==> src/rtl/cnt6_pkg.sv <==
package cnt6_pkg;
  localparam int STATE_W = 3;
  typedef logic [STATE_W-1:0] code_t;
  localparam int HI  = STATE_W - 1;
  localparam int MID = STATE_W - 2;
  localparam int LO  = 0;
  localparam code_t CODE_ZERO = '0;
endpackage

==> src/rtl/cnt6_excite.sv <==
module cnt6_excite
  import cnt6_pkg::*;
(
  input  code_t cur,
  output code_t j_vec,
  output code_t k_vec
);
  always_comb begin
    // high bit: J = K = middle bit, so it toggles while the middle bit is set
    j_vec[HI]  = cur[MID];
    k_vec[HI]  = cur[MID];
    // middle bit: set from the low bit, always cleared otherwise
    j_vec[MID] = cur[LO];
    k_vec[MID] = 1'b1;
    // low bit: set only when the middle bit is clear, always cleared otherwise
    j_vec[LO]  = ~cur[MID];
    k_vec[LO]  = 1'b1;
  end
endmodule

==> src/rtl/cnt6_jkbit.sv <==
module cnt6_jkbit (
  input  logic clk,
  input  logic rst,
  input  logic load,
  input  logic load_val,
  input  logic j,
  input  logic k,
  output logic q
);
  logic nxt;

  always_comb begin
    unique case ({j, k})
      2'b00:   nxt = q;
      2'b01:   nxt = 1'b0;
      2'b10:   nxt = 1'b1;
      default: nxt = ~q;
    endcase
  end

  always_ff @(posedge clk) begin
    if (rst)       q <= 1'b0;
    else if (load) q <= load_val;
    else           q <= nxt;
  end
endmodule

==> src/rtl/cnt6_selfheal.sv <==
module cnt6_selfheal
  import cnt6_pkg::*;
(
  input  logic               clk,
  input  logic               rst,
  input  logic               preset_en,
  input  logic [STATE_W-1:0] preset_code,
  output logic [STATE_W-1:0] count_q
);
  code_t j_vec, k_vec, state;

  cnt6_excite u_excite (
    .cur   (state),
    .j_vec (j_vec),
    .k_vec (k_vec)
  );

  for (genvar b = 0; b < STATE_W; b++) begin : g_bit
    cnt6_jkbit u_ff (
      .clk      (clk),
      .rst      (rst),
      .load     (preset_en),
      .load_val (preset_code[b]),
      .j        (j_vec[b]),
      .k        (k_vec[b]),
      .q        (state[b])
    );
  end

  assign count_q = state;
endmodule

==> config.mk <==
export PLATFORM = sky130hd
export DESIGN_NAME = cnt6_selfheal
export DESIGN_NICKNAME = d
export VERILOG_FILES = /design/src/rtl/cnt6_pkg.sv /design/src/rtl/cnt6_excite.sv /design/src/rtl/cnt6_jkbit.sv /design/src/rtl/cnt6_selfheal.sv
export SDC_FILE = /design/constraint.sdc
export NUM_CORES = 1
export LEC_CHECK = 0
export BUFFER_PORTS_ARGS = -buffer_cell sky130_fd_sc_hd__buf_4
export CAP_MARGIN = 40
export CELL_PAD_IN_SITES_DETAIL_PLACEMENT = 0
export CELL_PAD_IN_SITES_GLOBAL_PLACEMENT = 2
export CORE_AREA = 2 2 39 41
export CTS_CLUSTER_DIAMETER = 200
export DETAILED_ROUTE_END_ITERATION = 12
export DIE_AREA = 0 0 41 43
export PLACE_DENSITY_LB_ADDON = 0.1
export SYNTH_ARGS = -nofsm -noshare
export SYNTH_HDL_FRONTEND = slang
export SYNTH_SLANG_ARGS = --single-unit
==> constraint.sdc <==
create_clock -name clk -period 1 [get_ports clk]
set_input_delay 0.15 -clock clk [delete_from_list [all_inputs] [get_ports clk]]
set_output_delay 0.15 -clock clk [all_outputs]
set_load 0.01 [all_outputs]
Word-level counts from Yosys, hierarchy flattened
Index checks and enable logic that the tools add are counted.
Widths: inputs -> output; s select.
{"block": "totals", "ff_bits": 3, "inputBits": 6, "out_inout_bits": 3, "wordCells": 20}
{"block": "op_classes", "n_eq_ne": 5, "n_mux": 6, "n_bitwise": 3, "reduce_logical": 3}
{"cell": "$logic_not 2->1", "n": 3}
{"cell": "$ne 2x2->1 const B", "n": 3}
{"cell": "$pmux 1 s2", "n": 2}
{"cell": "$mux 1", "n": 3}
{"cell": "$not 1->1", "n": 3}
{"cell": "$pmux 1 s3", "n": 1}
{"cell": "$eq 2x1->1 const B", "n": 1}
{"cell": "$eq 2x2->1 const B", "n": 1}

Longest topological paths before layout
{"block": "logic_depth", "depth_word": 4, "ltp_mapped": 2, "depth_no_buf": 2}

By module
From an unflattened synthesis, not the netlist that was laid out.
{"block": "hier_totals", "cells_unflattened": 40, "area_unflattened_um2": 334.1}
{"mod": "cnt6_jkbit", "instances": 3, "cells_per_inst": 11, "area_per_inst_um2": 96.3, "seq_area_each_um2": 20.0}
{"mod": "cnt6_excite", "instances": 1, "cells_per_inst": 7, "area_per_inst_um2": 45.0, "seq_area_each_um2": 0.0}

Worst setup path after synthesis
OpenSTA, ideal clock, no wires.
{"block": "synth_timing", "path_kind": "register to register", "start": "register g_bit[1].u_ff.q", "end": "register g_bit[1].u_ff.q", "arrival_time_ns": 0.769, "required_ns": 0.930, "setup_slack_ns": 0.161, "path_stages_with_launch": 3, "n_path_buf": 0, "period_less_slack_ns": 0.839, "path_cell_list": "dfxtp_1 or3b_1 a21oi_1"}
{"block": "synth_between", "elab_chain_cells": 3}
{"item": "start: declaration", "line_no": "cnt6_jkbit.sv:8", "source": "output logic q"}
{"item": "start signal: assignment", "line_no": "cnt6_jkbit.sv:23", "source": "else if (load) q <= load_val;"}
{"item": "start signal: assignment", "line_no": "cnt6_jkbit.sv:24", "source": "else q <= nxt;"}
{"item": "$not 1->1", "line_no": "cnt6_jkbit.sv:17", "source": "default: nxt = ~q;"}
{"item": "$pmux 1 s2", "line_no": "cnt6_jkbit.sv:13", "source": "unique case ({j, k})"}
{"item": "$mux 1", "line_no": "cnt6_jkbit.sv:23"}
Every way passes these cells.
A chain may end at the register's enable or synchronous reset.

Final worst setup path
{"block": "layout_timing", "start": "register g_bit[0].u_ff.q", "end": "register g_bit[1].u_ff.q"}
{"block": "layout_between", "elab_chain_cells": 3}
{"item": "start: declaration", "line_no": "cnt6_jkbit.sv:8"}
{"item": "start signal: assignment", "line_no": "cnt6_jkbit.sv:23"}
{"item": "start signal: assignment", "line_no": "cnt6_jkbit.sv:24"}
{"item": "$logic_not 2->1 / $not 1->1 (equally long branches)", "line_no": "cnt6_jkbit.sv:13"}
{"item": "$pmux 1 s2", "line_no": "cnt6_jkbit.sv:13"}
{"item": "$mux 1", "line_no": "cnt6_jkbit.sv:23"}
Several ways; a longest one is shown, not always the timed one.

==> results by group <==
Status
  – Status: finished, final reports clean

Power and ir drop
  – Part of the power in registers: 33.7%
  – Sw power: 0.0891 mW
  – Static leakage: 0.101 nW
  – Combinational power share: 13.6%
  – Switching Share: 22.1%
  – Peak supply drop: 0.000280 V
  – Clock share of power: 52.7%
  – Cell internal power dissipation: 0.313 mW
  – Power density of the placed cells: 1790 mW/mm2

CTS
  – Setup repair bufs after CTS: 0
  – TritonCTS clock tree: yes
  – Clock transition at the registers of the reported paths: 0.04 ns
  – CTS resizes: 0
  – Number of buffers added by the clock tree synthesis step: 3
  – Worst skew pair latency: roughly 0.23 ns
  – Maximum level of the CTS H-tree: 1
  – Num Clock Sinks: 3
  – CTS max path bufs: 2
  – Hold Buf Count CTS: 0
  – Root buffer cell: sky130_fd_sc_hd__clkbuf_4

Worst setup path
  – Cell with the biggest individual delay on the critical path: sky130_fd_sc_hd__or3b_1
  – Largest fanout on the critical path: 3
  – Required time at the endpoint of the critical path: around 1.2 ns
  – Crit path capture type: register
  – Worst setup path class: reg2reg
  – WP data arrival: 1.05 ns
  – Cell-by-cell listing of the critical path: or3b_1 -> a21oi_1
  – CP max stage delay: 0.35 ns
  – Worst Setup Start Kind: register

Finish
  – Registers with the most flip-flops: g_bit.u_ff.q (3)
  – Post-route core utilization: 16.3%
  – Fraction of final layout cells with drive strength greater than 1: 44.0%
  – Combined area of the multi-input logic cells: 55.1 um2
  – Combined flip-flop and latch cell area: 60.1 um2
  – Largest register FFs: 3
  – Reg with most FFs: g_bit.u_ff.q
  – Count of fill cells added during filler insertion: roughly 160
  – Area grow syn2layout: 59.3%
  – Number of antenna repair diodes: 0
  – NumNets Final: 32

Route
  – Detailed router's first-iteration violation count: 0
  – Router iterations before antenna repair: 1
  – Avg Vias per Cell: 2.95
  – Routed length per placed instance: just under 8 um
  – Remaining antenna violation count after routing: 0
  – Via count: 121
  – Remaining DRCs: 0
  – DRT Wirelength: 321 um

STA
  – Unrepaired setup endpoints after global routing: no
  – Fmax: 1.13 GHz
  – Slew at the pin closest to its max-slew limit: 0.161 ns
  – Minimum period implied by the final worst setup slack: between 0.8 and 0.9 ns
  – Final Hold Fails: 0
  – Share of the clock period used by the worst path: 88.8%
  – Slew Viols, Final: 0
  – Final total negative setup slack: 0 ns
  – Worst clock skew: 0.00118 ns
  – Total of endpoints with negative setup slack in the final report: 0
  – Headroom to the max-slew limit: 89.2%

Logic synthesis
  – Fraction of registers with async set/reset: 0%
  – Count of unique library cells instantiated by Yosys: 10
  – Cell area after synthesis: 141 um2
  – Fraction of the mapped netlist area in simple logic gates: between 20% and 30%
  – Top cell type by total area after synthesis: sky130_fd_sc_hd__dfxtp_1
  – Top flip-flop cell by instance count after synthesis: sky130_fd_sc_hd__dfxtp_1
  – Biggest area contributors in the synthesized netlist: sky130_fd_sc_hd__dfxtp_1 42%, sky130_fd_sc_hd__buf_4 16%, sky130_fd_sc_hd__a21oi_1 7.1%
  – Xor and xnor fraction of the mapped netlist area: 6.19%
  – Cell count after synthesis: 16
  – Number of register bits inferred by synthesis: 3
  – Largest family of logic cells by synthesized area: simple AND/OR/NAND/NOR gates
  – Average cell area after synthesis: around 8.8 um2
  – Synth top area share: a little over two fifths
  – Fraction of the mapped netlist area in compound gates: between 10% and 20%
  – Yosys Warn Count: 0
  – Multiplexer share of the synthesized area: 0%
  – Share of synthesized cell area in full adder, half adder and majority cells: 0%
  – Synthesized net count: 22
  – Post-synth EDFFs: 0
  – Most numerous cell types in the synthesized netlist: 3 x sky130_fd_sc_hd__buf_4, 3 x sky130_fd_sc_hd__dfxtp_1, 2 x sky130_fd_sc_hd__a21oi_1, 2 x sky130_fd_sc_hd__nand2_1
  – Share of synthesized area occupied by flip-flops and latches: 42.5%

Global routing
  – Aggregate global routing overflow: 0
  – Wire length of the first global-routing pass: 427 um
  – Number of antenna violations at the first check in global routing: 0
  – Number of global-route vias before repair: between 100 and 150
  – Global-route usage over all layers: 4.81%
  – Pin count of the biggest net entering global routing: 7

Placement
  – Routability-driven placement congestion ratio: 0.596
  – Number of buffers inserted by port buffering: 8

Floorplanning
  – Area of the die: 0.00176 mm2
  – Floorplan core area: between 0.001 and 0.0015 mm2
  – Count of pins on the block boundary: 9
  – Vertical extent of the die: 43 um
  – Overall die width: about 41 um
  – Starting density of the core: 10.2%
  – Standard-cell row count: 14

Worst hold path
  – Class of the worst hold path: in2reg

Flow run
  – MaxCap Viol Count: 0
[worst paths after layout]
| check | from | slack (ns) | depth (start not counted) | endpoint |
|---|---|---|---|---|
| min | rst | 0.1 | 2 | g_bit[0].u_ff.q$_SDFF_PP0_ |
| max reg2reg | g_bit[0].u_ff.q$_SDFF_PP0_ | 0.11 | 2 | g_bit[1].u_ff.q$_SDFF_PP0_ |
| min reg2reg | g_bit[0].u_ff.q$_SDFF_PP0_ | 0.53 | 2 | g_bit[0].u_ff.q$_SDFF_PP0_ |
| max | g_bit[0].u_ff.q$_SDFF_PP0_ | 0.11 | 2 | g_bit[1].u_ff.q$_SDFF_PP0_ |
[critical path: cells and delay by family (launching register included)]
family / cells / cell delay, ns
and+or+nand+nor: 1 / 0.35
DFF: 1 / 0.33
AOI/OAI and AO/OA: 1 / 0.14
[power by group through the flow]
stage / clock network [mW] / logic, mW / registers [mW]
CTS: 0.223 / 0.0561 / 0.136
floorplan: 0 / 0.0337 / 0.136
detailed placement: 0 / 0.0556 / 0.138
global placement: 0 / 0.0574 / 0.138
global route: 0.227 / 0.0602 / 0.137
finish: 0.212 / 0.0548 / 0.136
[per-stage QoR]
step	setup WS (ns)	cells	power, mW	area, um2	hold WS [ns]
4_1_cts	0.104	41	0.416	225	0.0894
5_1_grt	0.0738	41	0.424	225	0.0977
3_5_place_dp	0.120	37	0.193	199	0.337
2_1_floorplan	0.161	16	0.170	141	0.219
3_3_place_gp	0.0961	37	0.195	199	0.338
6_report	0.112	41	0.402	225	0.0975
[per-layer routing]
layer,part of all wire [%],wire length [um],GRT usage (%)
met4,0,0,10.0
met3,15,49,3.14
met1,42,134,3.85
met5,0,0,0
met2,42,136,4.69
[logic make-up after synthesis]
kind of cell,count (synthesis)
xor+xnor,1
buf+inv,4
flops,3
simple gates,5
compound gates,3
[layout make-up]
type                            instances  area share (%)
Inverter                                1            1.67
Clock buffer                            4            11.7
Timing Repair Buffer                    8            26.7
Multi-Input combinational cell          9            24.4
Sequential cell                         3            26.7
Tap cell                               16            8.89
[layout by cell type (no fill, tap or decap), drive strengths merged]
cell type  n
inv        1
a211oi     1
xnor2      1
or3b       1
or3        1
nor2b      1
clkbuf     4
nand2      2
a21oi      2
dfxtp      3
buf        8
(Power assumes the default switching activity.)
